[src/rtl/srb_pkg.sv]
package srb_pkg;
    localparam int DW    = 16;
    localparam int AW    = 8;
    localparam int OFS_W = 9;

    localparam logic [AW-1:0] A_CTRL       = 8'h07;
    localparam logic [AW-1:0] A_CTRL_MIR   = 8'hF8;
    localparam logic [AW-1:0] A_STAGE_BASE = 8'h10;
    localparam logic [AW-1:0] A_CALMODE    = 8'h60;
    localparam logic [AW-1:0] A_OFS_BASE   = 8'h63;
    localparam logic [AW-1:0] A_VERSION    = 8'hFF;

    localparam logic [DW-1:0]    VERSION_ID = 16'h1621;
    localparam logic [OFS_W-1:0] OFS_RESET  = 9'h020;

    typedef enum logic [1:0] {
        SYNC_CLEAN   = 2'd0,
        SYNC_PENDING = 2'd1,
        SYNC_HELD    = 2'd2
    } sync_state_t;

    typedef enum logic [1:0] {
        RUN_ACTIVE  = 2'd0,
        RUN_HALTED  = 2'd1,
        RUN_RESTART = 2'd2
    } run_state_t;
endpackage

[src/rtl/srb_sync_fsm.sv]
module srb_sync_fsm
    import srb_pkg::*;
#(
    parameter int NUM_REGS = 8,
    parameter int WIDTH    = 16
) (
    input  logic                            clk,
    input  logic                            rst,
    input  logic [NUM_REGS-1:0]             stage_we,
    input  logic [WIDTH-1:0]                wdata,
    input  logic                            hold,
    input  logic                            frame_start,
    output logic [NUM_REGS-1:0][WIDTH-1:0]  staged_o,
    output logic [NUM_REGS-1:0][WIDTH-1:0]  active_o
);
    sync_state_t state_q, state_d;
    logic        any_we;
    logic        commit;
    logic [NUM_REGS-1:0][WIDTH-1:0] staged_q, active_q;

    assign any_we = |stage_we;

    // state register
    always_ff @(posedge clk) begin
        if (rst) state_q <= SYNC_CLEAN;
        else     state_q <= state_d;
    end

    // next state and commit decision
    always_comb begin
        state_d = state_q;
        commit  = 1'b0;
        unique case (state_q)
            SYNC_CLEAN: begin
                if (any_we) state_d = hold ? SYNC_HELD : SYNC_PENDING;
            end
            SYNC_PENDING: begin
                if (hold) begin
                    state_d = SYNC_HELD;
                end else if (frame_start) begin
                    commit  = 1'b1;
                    state_d = any_we ? SYNC_PENDING : SYNC_CLEAN;
                end
            end
            SYNC_HELD: begin
                if (!hold) state_d = SYNC_PENDING;
            end
            default: state_d = SYNC_CLEAN;
        endcase
    end

    // staging and active copies
    for (genvar i = 0; i < NUM_REGS; i++) begin : g_reg
        always_ff @(posedge clk) begin
            if (rst) begin
                staged_q[i] <= '0;
                active_q[i] <= '0;
            end else begin
                if (stage_we[i]) staged_q[i] <= wdata;
                if (commit)      active_q[i] <= staged_q[i];
            end
        end
    end

    assign staged_o = staged_q;
    assign active_o = active_q;

    assert_no_commit_outside_frame_R3: assert property (@(posedge clk) disable iff (rst)
        !(frame_start && !hold) |=> $stable(active_q));

    assert_commit_copies_staged_R3: assert property (@(posedge clk) disable iff (rst)
        (frame_start && !hold && state_q == SYNC_PENDING) |=> (active_q == $past(staged_q)));

    assert_hold_freezes_R4: assert property (@(posedge clk) disable iff (rst)
        hold |=> $stable(active_q));
endmodule

[src/rtl/srb_run_fsm.sv]
module srb_run_fsm
    import srb_pkg::*;
(
    input  logic clk,
    input  logic rst,
    input  logic enable,
    output logic run_o,
    output logic restart_o
);
    run_state_t state_q, state_d;

    always_ff @(posedge clk) begin
        if (rst) state_q <= RUN_ACTIVE;
        else     state_q <= state_d;
    end

    always_comb begin
        state_d   = state_q;
        run_o     = 1'b0;
        restart_o = 1'b0;
        unique case (state_q)
            RUN_ACTIVE: begin
                run_o = 1'b1;
                if (!enable) state_d = RUN_HALTED;
            end
            RUN_HALTED: begin
                if (enable) state_d = RUN_RESTART;
            end
            RUN_RESTART: begin
                restart_o = 1'b1;
                state_d   = enable ? RUN_ACTIVE : RUN_HALTED;
            end
            default: state_d = RUN_HALTED;
        endcase
    end

    assert_halt_follows_disable_R5: assert property (@(posedge clk) disable iff (rst)
        !enable |=> !run_o);

    assert_restart_single_pulse_R6: assert property (@(posedge clk) disable iff (rst)
        restart_o |=> !restart_o);

    assert_run_rises_after_restart_R6: assert property (@(posedge clk) disable iff (rst)
        $rose(run_o) |-> $past(restart_o));
endmodule

[src/rtl/srb_offset.sv]
module srb_offset
    import srb_pkg::*;
(
    input  logic                    clk,
    input  logic                    rst,
    input  logic                    manual,
    input  logic                    wr_hit,
    input  logic [OFS_W-1:0]        wdata,
    input  logic [OFS_W-1:0]        cal_val,
    output logic [OFS_W-1:0]        rd_val,
    output logic signed [OFS_W-1:0] value_o
);
    logic [OFS_W-1:0] stored_q;

    always_ff @(posedge clk) begin
        if (rst)                  stored_q <= OFS_RESET;
        else if (manual && wr_hit) stored_q <= wdata;
    end

    assign rd_val  = manual ? stored_q : cal_val;
    assign value_o = $signed(rd_val);

    assert_auto_ignores_write_R8: assert property (@(posedge clk) disable iff (rst)
        !manual |=> $stable(stored_q));

    assert_manual_write_lands_R9: assert property (@(posedge clk) disable iff (rst)
        (manual && wr_hit) |=> (stored_q == $past(wdata)));
endmodule

[src/rtl/sensor_regbank.sv]
module sensor_regbank
    import srb_pkg::*;
#(
    parameter int NUM_STAGED = 8,
    parameter int NUM_OFS    = 2
) (
    input  logic                        clk,
    input  logic                        rst,
    input  logic [7:0]                  reg_addr,
    input  logic [15:0]                 reg_wdata,
    input  logic                        reg_we,
    input  logic                        reg_re,
    output logic [15:0]                 reg_rdata,
    input  logic                        frame_start,
    input  logic [NUM_OFS*9-1:0]        cal_in,
    output logic [NUM_OFS*9-1:0]        ofs_out,
    output logic [NUM_STAGED*16-1:0]    active_cfg,
    output logic                        readout_run,
    output logic                        readout_restart
);
    localparam int CTRL_BITS = 2;

    logic                   ctrl_hit, ver_hit, mode_hit, mapped;
    logic [NUM_STAGED-1:0]  stage_hit;
    logic [NUM_OFS-1:0]     ofs_hit;
    logic                   en_q, hold_q, manual_q;
    logic [DW-1:0]          rd_mux, rdata_q;

    logic [NUM_STAGED-1:0][DW-1:0] staged_w, active_w;
    logic [NUM_OFS-1:0][OFS_W-1:0] ofs_rd;
    logic signed [OFS_W-1:0]       ofs_val [NUM_OFS];

    // address decode
    assign ctrl_hit = (reg_addr == A_CTRL) || (reg_addr == A_CTRL_MIR);
    assign ver_hit  = (reg_addr == A_VERSION);
    assign mode_hit = (reg_addr == A_CALMODE);

    for (genvar i = 0; i < NUM_STAGED; i++) begin : g_shit
        assign stage_hit[i] = (reg_addr == A_STAGE_BASE + AW'(i));
    end
    for (genvar j = 0; j < NUM_OFS; j++) begin : g_ohit
        assign ofs_hit[j] = (reg_addr == A_OFS_BASE + AW'(j));
    end

    assign mapped = ctrl_hit | ver_hit | mode_hit | (|stage_hit) | (|ofs_hit);

    // control and mode bits
    always_ff @(posedge clk) begin
        if (rst) begin
            en_q     <= 1'b1;
            hold_q   <= 1'b0;
            manual_q <= 1'b0;
        end else if (reg_we) begin
            if (ctrl_hit) begin
                en_q   <= reg_wdata[0];
                hold_q <= reg_wdata[1];
            end
            if (mode_hit) manual_q <= reg_wdata[0];
        end
    end

    srb_sync_fsm #(
        .NUM_REGS (NUM_STAGED),
        .WIDTH    (DW)
    ) u_sync (
        .clk         (clk),
        .rst         (rst),
        .stage_we    (stage_hit & {NUM_STAGED{reg_we}}),
        .wdata       (reg_wdata),
        .hold        (hold_q),
        .frame_start (frame_start),
        .staged_o    (staged_w),
        .active_o    (active_w)
    );

    srb_run_fsm u_run (
        .clk       (clk),
        .rst       (rst),
        .enable    (en_q),
        .run_o     (readout_run),
        .restart_o (readout_restart)
    );

    for (genvar j = 0; j < NUM_OFS; j++) begin : g_ofs
        srb_offset u_ofs (
            .clk     (clk),
            .rst     (rst),
            .manual  (manual_q),
            .wr_hit  (reg_we & ofs_hit[j]),
            .wdata   (reg_wdata[OFS_W-1:0]),
            .cal_val (cal_in[j*OFS_W +: OFS_W]),
            .rd_val  (ofs_rd[j]),
            .value_o (ofs_val[j])
        );
        assign ofs_out[j*OFS_W +: OFS_W] = ofs_val[j];
    end

    assign active_cfg = active_w;

    // read mux
    always_comb begin
        rd_mux = '0;
        if (ctrl_hit) rd_mux = {{(DW-CTRL_BITS){1'b0}}, hold_q, en_q};
        if (mode_hit) rd_mux = {{(DW-1){1'b0}}, manual_q};
        if (ver_hit)  rd_mux = VERSION_ID;
        for (int i = 0; i < NUM_STAGED; i++)
            if (stage_hit[i]) rd_mux = staged_w[i];
        for (int j = 0; j < NUM_OFS; j++)
            if (ofs_hit[j]) rd_mux = {{(DW-OFS_W){1'b0}}, ofs_rd[j]};
    end

    always_ff @(posedge clk) begin
        if (rst)         rdata_q <= '0;
        else if (reg_re) rdata_q <= rd_mux;
    end

    assign reg_rdata = rdata_q;

    assert_version_constant_R10: assert property (@(posedge clk) disable iff (rst)
        (reg_re && reg_addr == A_VERSION) |=> (reg_rdata == VERSION_ID));

    assert_unmapped_reads_zero_R11: assert property (@(posedge clk) disable iff (rst)
        (reg_re && !mapped) |=> (reg_rdata == '0));

    assert_ctrl_upper_zero_R7: assert property (@(posedge clk) disable iff (rst)
        (reg_re && ctrl_hit) |=> (reg_rdata[DW-1:CTRL_BITS] == '0));

    assert_rdata_holds_R12: assert property (@(posedge clk) disable iff (rst)
        !reg_re |=> $stable(reg_rdata));
endmodule

[config.mk]
export PLATFORM = sky130hd
export DESIGN_NAME = sensor_regbank
export DESIGN_NICKNAME = d
export VERILOG_FILES = /design/src/rtl/srb_pkg.sv /design/src/rtl/srb_sync_fsm.sv /design/src/rtl/srb_run_fsm.sv /design/src/rtl/srb_offset.sv /design/src/rtl/sensor_regbank.sv
export SDC_FILE = /design/constraint.sdc
export NUM_CORES = 1
export LEC_CHECK = 0
export CELL_PAD_IN_SITES_DETAIL_PLACEMENT = 1
export CELL_PAD_IN_SITES_GLOBAL_PLACEMENT = 1
export CORE_MARGIN = 2
export CORE_UTILIZATION = 40
export CTS_CLUSTER_DIAMETER = 150
export CTS_CLUSTER_SIZE = 8
export DETAILED_ROUTE_END_ITERATION = 12
export MAX_ROUTING_LAYER = met4
export PLACE_DENSITY = 0.8
export SYNTH_ARGS = -nofsm -noshare
export SYNTH_HDL_FRONTEND = slang
export SYNTH_HIERARCHICAL = 1
export SYNTH_SLANG_ARGS = --single-unit
[constraint.sdc]
create_clock -name clk -period 3 [get_ports clk]
set_input_delay 0.45 -clock clk [delete_from_list [all_inputs] [get_ports clk]]
set_output_delay 0.45 -clock clk [all_outputs]
set_load 0.05 [all_outputs]
## After elaboration in Yosys (flattened, before gate mapping)

Cells that the tools add are included.

| word-level totals | value |
|---|---|
| register bits after elaboration | 297 |
| logic and storage cells | 91 |

| operators by class | value |
|---|---|
| muxes and demuxes | 31 |
| bitwise logic cells | 3 |
| equality and inequality tests | 23 |
| reduce and logical (&&, ||, !) cells | 10 |

Operators with widths:

| operator | number |
|---|---|
| two-way mux 16 bit | 12 |
| == test 8 x 5 -> 1 bit (second input constant) | 8 |
| == test 8 x 7 -> 1 bit (second input constant) | 3 |
| two-way mux 9 bit | 2 |
| == test 8 bit (second input constant) | 2 |
| two-way mux 2 bit | 8 |
| one-hot mux 2 bit (3 select lines) | 2 |
| AND 8 bit | 1 |
| == test 8 x 3 -> 1 bit (second input constant) | 1 |
| OR reduction 8 bit | 1 |
| two-way mux 1 bit | 7 |
| != test 2 bit (second input constant) | 3 |
| AND reduction 2 bit | 3 |
| == test 2 x 1 -> 1 bit (second input constant) | 2 |
| == test 2 bit (second input constant) | 2 |
| zero test 2 bit | 2 |
| != test 3 bit (second input constant) | 1 |
| AND reduction 3 bit | 1 |
| AND 1 bit | 2 |
| logical AND 1 bit | 2 |
| != test 2 x 1 -> 1 bit (second input constant) | 1 |
| logical OR 1 bit | 1 |

## Longest topological paths before layout

Gate-level depths: netlist of run 1.

| depth | value |
|---|---|
| depth in word-level cells | 15 |
| depth in mapped cells | 9 |

## Cells and area by module

The synthesis of run 1 kept the hierarchy.

By module, submodules not included:

| module | cells each | instances | area each (um2) |
|---|---|---|---|
| srb_sync_fsm | 998 | 1 | 9019.9 |
| sensor_regbank | 340 | 1 | 2502.4 |
| srb_offset | 59 | 2 | 590.6 |
| srb_run_fsm | 7 | 1 | 71.3 |

## Worst setup path before layout of run 1

No wires, ideal clock.

| timing | value |
|---|---|
| kind | input -> register |
| from | in reg_addr[1] |
| to | reg u_sync.state_q[0] |
| setup slack | 0.513 ns |
| arrival time | 2.362 ns |
| stages on the path | 8 |
| library setup time | 0.125 ns |
| cells stage by stage | buf_2 clkbuf_1 clkbuf_1 nor3_1 buf_6 or4_4 a2111oi_4 nor3b_1 |

| between the ends | value |
|---|---|
| cells in the longest elaborated chain, start to end | 7 |

Ends and longest elaborated chain:

| item | line | text |
|---|---|---|
| from (decl) | sensor_regbank.sv:9 | `input logic [7:0] reg_addr,` |
| == test 8 x 5 -> 1 bit | sensor_regbank.sv:39 | `assign stage_hit[i] = (reg_addr == A_STAGE_BASE + AW'(i));` |
| AND 8 bit (*) | sensor_regbank.sv:68 | `.stage_we (stage_hit & {NUM_STAGED{reg_we}}),` |
| OR reduction 8 bit (*) | srb_sync_fsm.sv:21 | `assign any_we = \|stage_we;` |
| two-way mux 1 bit | srb_sync_fsm.sv:42 | `state_d = any_we ? SYNC_PENDING : SYNC_CLEAN;` |
| two-way mux 2 bit | srb_sync_fsm.sv:40 | `end else if (frame_start) begin` |
| two-way mux 2 bit | srb_sync_fsm.sv:38 | `if (hold) begin` |
| one-hot mux 2 bit (3 select lines) | srb_sync_fsm.sv:33 | `unique case (state_q)` |
| to (signal assigned) | srb_sync_fsm.sv:26 | `else state_q <= state_d;` |
| to (decl) | srb_sync_fsm.sv:16 | `sync_state_t state_q, state_d;` |

Mark *: on every way between the ends. The rest lies on a longest branch, timed or not. The select of a mux whose other input is x is not followed.
A chain may end at the register's enable or synchronous reset.

## Worst setup path after layout of run 1

| timing | value |
|---|---|
| from | reg manual_q |
| to | out ofs_out[2] |

| between the ends | value |
|---|---|
| cells in the longest elaborated chain, start to end | 1 |

Ends and longest elaborated chain:

| item | line | text |
|---|---|---|
| from (decl) | sensor_regbank.sv:26 | `logic en_q, hold_q, manual_q;` |
| from (signal assigned) | sensor_regbank.sv:58 | `if (mode_hit) manual_q <= reg_wdata[0];` |
| two-way mux 9 bit | srb_offset.sv:20 | `assign rd_val = manual ? stored_q : cal_val;` |
| to (decl) | sensor_regbank.sv:16 | `output logic [NUM_OFS*9-1:0] ofs_out,` |

No other way between the ends.

==> reports/results.ini, run 1 <==
[status]
status = completed

[yosys]
synth_top_flop_cell = dfxtp_1
ys_ff_latch = 297
syn_nets = 1510
syn_inst = 1463
yosysMostFrequentCell = dfxtp_1
synth_common_cells = dfxtp_1 (297), nand2_1 (289), a21oi_1 (160)
synth_area_leader_cell = dfxtp_1
synth_top_area_share_pct = 46.5
ys_warn_count = 6
netlist_area_mm2 = 0.0128
synth_cell_types = 58
syn_avg_cell_area_um2 = 8.73
async_reset_ff_share_pct = 0
synth_edf_count = 0
yosysSeqAreaShare_pct = 46.5
synthTopCellsByArea = dfxtp_1 (47%), mux2i_1 (11%), nand2_1 (8.5%), a21oi_1 (6.3%), nor2_1 (4.4%)

[setup_path]
cp-startpoint = manual_q
r2r-start = manual_q
arrival_ps = 2310
cp_top_family = buffers and inverters
cp_cell_sequence = mux2_2 > clkdlybuf4s50_1
r2r_slack_ps = 850
r2r-end = reg_rdata[0]
crit_required_ps = 2550
end_kind = primary output
worst_path_largest_cell_delay_ps = 720
slowest_stage = clkdlybuf4s50_1
path_class = reg -> out
path_buf_inv = 1
start_kind = register
crit_fanout = 36
r2r_cells = 5

[route]
routed_wl_mm = 46.6
vias_per_cell = 5.58
drc_errors = 0
vias = 11300
drt_first_pass_iters = 5
drt-initial-drc-count = 755
wl_per_cell_um = 23.0
ant_nets = 0

[timing]
post-route-period-util_pct = 92.0
fmax_mhz = 362
fin_setup_tns_ps = 0
slew_viol_final = 0
rsz0062_at_grt = false
slew_headroom_pct = 31.9
hold_viol_final = 0
period_needed_ps = 2760
tightest_slew_ps = 1020
clock-skew-final_ps = 13.4
setup_viol = 0

[power]
irDropWorstVdd_uv = 363
finalPower_mw = 8.62
power_frac_comb_pct = 5.8
netSwitchingPower_mw = 1.99
p_per_area_mw_per_mm2 = 533
p_leak_nw = 5.40
switching_share_pct = 23.1
pwr-share-clk_pct = 48.3
internal-power_mw = 6.63
p_seq_share_pct = 45.9

[min_path]
holdPathStages = 2
hold_path.class = reg -> reg
hold_path_end = u_sync/active_o[116]
hp-start = u_sync/active_o[116]

[clock_network]
cts.sinks = 297
post_cts_buffers = 0
cts_max_path_buffers = 3
clkSlewWorstSetupHoldPaths_ps = 50
root_buffer = clkbuf_16
cts_inserted_buffers = 43
clock_latency_ps = 520
cts_htree_levels = 2
cts_tree = built
cts_hold_buf = 0

[finish]
fill_cells = 3608
drive_gt1_share_pct = 9.80
utilization_pct = 51.4
finish.net_count = 1668
multi_input_area_mm2 = 0.00604
regArea_mm2 = 0.00595
antenna_cells = 0
syn_to_final_growth_pct = 26.6

[die]
rows = 65
die_y_um = 183
start_util_pct = 40.6
ios = 211
core_area_mm2 = 0.0315
die_w_um = 183
die_area_mm2 = 0.0334

[global_routing]
grt.overflow.total = 0
grt_pass1_vias = 11700
grt_max_degree = 129
grt_use_total_pct = 28.4
grt_first_pass_wirelength_mm = 70.8
antenna_found_initial = 0

[run]
maxCapViolCount = 0

[place]
portBuffers = 210
hpwl_mm = 32.9
globalplace.congestion = 0.933

-- power by group through the flow --
stage	clock network, mW	registers (mW)	logic (mW)
after floorplan	0	4.05	0.279
after global placement	0	4.04	0.492
after detailed placement	0	4.04	0.492
after CTS	4.22	3.96	0.494
after global routing	4.40	3.96	0.522
final	4.16	3.96	0.500
-- through the flow --
step | std cells | instance area (um^2) | hold slack (ps) | worst slack (ps)
6_report | 2024 | 16200 | 455 | 241
5_1_grt | 2024 | 16200 | 479 | 164
4_1_cts | 2024 | 16200 | 458 | 0.214
3_5_place_dp | 1978 | 15100 | 452 | 203
3_3_place_gp | 1978 | 15100 | 444 | 237
2_1_floorplan | 1463 | 12800 | 432 | 513
-- flip-flops by register name, indices dropped and copies added, names as in the netlist --
signal / count
g_ofs.u_ofs/stored_q: 18
reg_rdata: 16
manual_q: 1
u_sync/state_q: 2
u_sync/staged_o: 128
hold_q: 1
u_run/state_q: 2
en_q: 1
u_sync/active_o: 128
-- layout make-up --
cell class | instances | share of cell area [%]
clock buffers | 44 | 6.68
clock inverters | 2 | 0.108
inverters | 13 | 0.302
multi-input cells | 1007 | 37.3
flip-flops and latches | 297 | 36.8
well taps | 402 | 3.11
repair buffers | 259 | 15.7
-- logic make-up after synthesis --
kind of cell / share of synthesized area (%)
mux: 15.4
flops: 46.5
simple gates: 18.7
buf+inv: 6.45
compound gates: 12.8
-- worst max path at each step --
stage	endpoint	depth (start not counted)
after floorplan	u_sync/state_q[0]	8
after global placement	reg_rdata[11]	8
after detailed placement	u_sync/staged_o[35]	8
after CTS	ofs_out[6]	2
after global routing	ofs_out[2]	2
final	ofs_out[2]	2
-- cell usage in the layout (no fill, tap or decap), types with 13 or more instances in the layout --
master / n
clkdlybuf4s50_1: 207
mux2i_1: 144
inv_1: 13
a21bo_1: 17
nand2_1: 289
clkbuf_16: 43
o21ai_0: 30
mux2_2: 33
a21oi_1: 160
nand3_1: 35
buf_4: 43
nor3_1: 16
nor2_1: 147
dfxtp_1: 296
-- per-layer routing --
layer / vias to the layer above / part of all wire, % / global-route usage (%)
li1: 5260 / - / -
met1: 5548 / 43 / 36.1
met2: 383 / 47 / 46.5
met3: 95 / 5.6 / 4.17
met4: 0 / 3.4 / 9.32
met5: - / 0 / -
-- worst reg2reg max path, delay by kind of cell (launching register included) --
kind / cells / cell delay (ps)
AND/OR/NAND/NOR: 3 / 690
flip-flops: 1 / 610
multiplexers: 1 / 430
AO/OA/AOI/OAI: 1 / 310
-- what timing repair did --
action                     CTS  global route
resized for setup            0             1
hold endpoints to repair     0             0
setup endpoints to repair    0            18
Power figures use the tool's default switching activity.
==> run 2, diff against run 1 <==
Settings changed: HOLD_SLACK_MARGIN from default to 0.05.
==> results of run 2 <==
The final DEF is identical to that of run 1; final timing and power are the same.
==> run 3, diff against run 2 <==
Settings changed: GPL_ROUTABILITY_DRIVEN from default to 0.
==> run 3 against run 2 <==
Sequential power hardly changed. Non-clock buffer count is 5 lower. Core utilization hardly changed. First-iteration DRC count is 4.5% lower. Clock power is 4% higher.
==> reports/results.ini, run 3 (synthesis results as in run 1) <==
[min_path]
hold_path.class = in -> reg  ; was reg -> reg

[timing]
fmax_mhz = 362  ; about the same
rsz0062_at_grt = false  ; unchanged
period_needed_ps = 2760  ; about the same
tightest_slew_ps = 937  ; was 1020 ps
slew_headroom_pct = 37.3  ; was 31.9%
fin_setup_tns_ps = 0  ; unchanged
clock-skew-final_ps = 18.8  ; was 13.4 ps
hold_viol_final = 0  ; unchanged
post-route-period-util_pct = 92.0  ; about the same
setup_viol = 0  ; unchanged
slew_viol_final = 0  ; unchanged

[setup_path]
end_kind = primary output  ; unchanged
cp_cell_sequence = mux2_2 > clkdlybuf4s50_1  ; unchanged
crit_fanout = 35  ; was 36
arrival_ps = 2310  ; about the same
cp_top_family = buffers and inverters  ; unchanged
path_class = reg -> out  ; unchanged
slowest_stage = clkdlybuf4s50_1  ; unchanged
crit_required_ps = 2550  ; about the same
path_buf_inv = 1  ; unchanged
start_kind = register  ; unchanged
worst_path_largest_cell_delay_ps = 720  ; about the same

[finish]
finish.net_count = 1663  ; was 1668
syn_to_final_growth_pct = 26.7  ; was 26.6%
final_cell_mix = dfxtp_1 (296), nand2_1 (289), clkdlybuf4s50_1 (207)  ; unchanged
antenna_cells = 0  ; unchanged
layout_commonest_cell = dfxtp_1  ; unchanged
drive_gt1_share_pct = 9.64  ; was 9.80%

[route]
vias = 11400  ; was 11300
wl_per_cell_um = 22.8  ; was 23.0 um
ant_nets = 0  ; unchanged
vias_per_cell = 5.64  ; was 5.58
drt-initial-drc-count = 721  ; was 755
drc_errors = 0  ; unchanged
routed_wl_mm = 46.1  ; was 46.6 mm
drt_first_pass_iters = 7  ; was 5

[clock_network]
root_buffer = clkbuf_16  ; unchanged
clkSlewWorstSetupHoldPaths_ps = 50  ; about the same
cts.sinks = 297  ; unchanged
cts_inserted_buffers = 43  ; unchanged
post_cts_buffers = 0  ; unchanged
cts_max_path_buffers = 3  ; unchanged
clock_latency_ps = 540  ; was 520 ps
cts_tree = built  ; unchanged
cts_hold_buf = 0  ; unchanged
cts_htree_levels = 2  ; unchanged

[global_routing]
grt_pass1_vias = 12000  ; was 11700
grt.overflow.total = 0  ; unchanged
grt_max_degree = 131  ; was 129
grt_first_pass_wirelength_mm = 70.3  ; was 70.8 mm
antenna_found_initial = 0  ; unchanged
grt_use_total_pct = 27.9  ; was 28.4%

[power]
p_leak_nw = 5.40  ; about the same
irDropWorstVdd_uv = 314  ; was 363 uV
p_per_area_mw_per_mm2 = 542  ; was 533 mW/mm^2
finalPower_mw = 8.78  ; was 8.62 mW

[place]
hpwl_mm = 32.0  ; was 32.9 mm
portBuffers = 210  ; unchanged

[run]
maxCapViolCount = 0  ; unchanged

[die]
die_w_um = 183  ; unchanged
die_area_mm2 = 0.0334  ; unchanged
rows = 65  ; unchanged
die_y_um = 183  ; unchanged
ios = 211  ; unchanged
start_util_pct = 40.6  ; unchanged
core_area_mm2 = 0.0315  ; unchanged

[status]
status = completed  ; unchanged

## run 3: changes by cell type in the layout (fill, tap and decap cells not counted), sizes merged
cell	change
buf	-5
clkbuf	+2
## run 3: power by group
| part | internal, mW | total (mW) | switching, mW |
|---|---|---|---|
| sequential | 3.96 | 3.96 | 0.00520 |
| combinational | 0.158 | 0.492 | 0.334 |
| clock | 2.63 | 4.32 | 1.69 |
## run 3: layout make-up
type / count / area [um^2]
Clock buffer: 46 / 1130
Inverter: 13 / 48.8
Fill cell: 3580 / 15300
Tap cell: 402 / 503
Clock inverter: 2 / 28.8
Multi-Input combinational cell: 1007 / 6040
Sequential cell: 297 / 5950
Timing Repair Buffer: 254 / 2490
## run 3: metrics by stage
| step | utilization (%) | instance area (um^2) | worst slack, ps | hold slack (ps) | cells |
|---|---|---|---|---|---|
| global route | 51.4 | 16200 | 180 | 300 | 2021 |
| finish | 51.4 | 16200 | 239 | 283 | 2021 |
| global placement | 47.7 | 15000 | 261 | 446 | 1973 |
| floorplan | - | 12800 | 513 | 432 | 1463 |
| CTS | 51.4 | 16200 | 26.7 | 273 | 2021 |
| detailed placement | 47.7 | 15000 | 184 | 452 | 1973 |
## run 3: worst register-to-register path, cell delays in order, from the launching register on
cell and delay, ps:
dfxtp_4 600, mux2_2 440, nor4_1 320, nor4_1 120, and3_1 200, a311o_1 310
## run 3: repair_timing
item	in CTS	in global routing
resized for setup	0	1
setup endpoints to repair	0	15
hold endpoints to repair	0	0
## run 3: metal layers
layer,track usage [%],vias up,wire length (um)
met5,-,-,0
met4,10.0,0,1610
met3,4.73,116,2800
met2,45.9,418,22000
met1,34.6,5625,19700
li1,-,5248,-
## run 3: final timing paths
kind                  startpoint             endpoint  slack (ps)  cells after the start
min                          rst  u_sync/active_o[15]         280                      2
min reg2reg  u_sync/active_o[21]  u_sync/active_o[21]         460                      2
max reg2reg             manual_q         reg_rdata[0]         900                      5
max                     manual_q           ofs_out[6]         240                      2
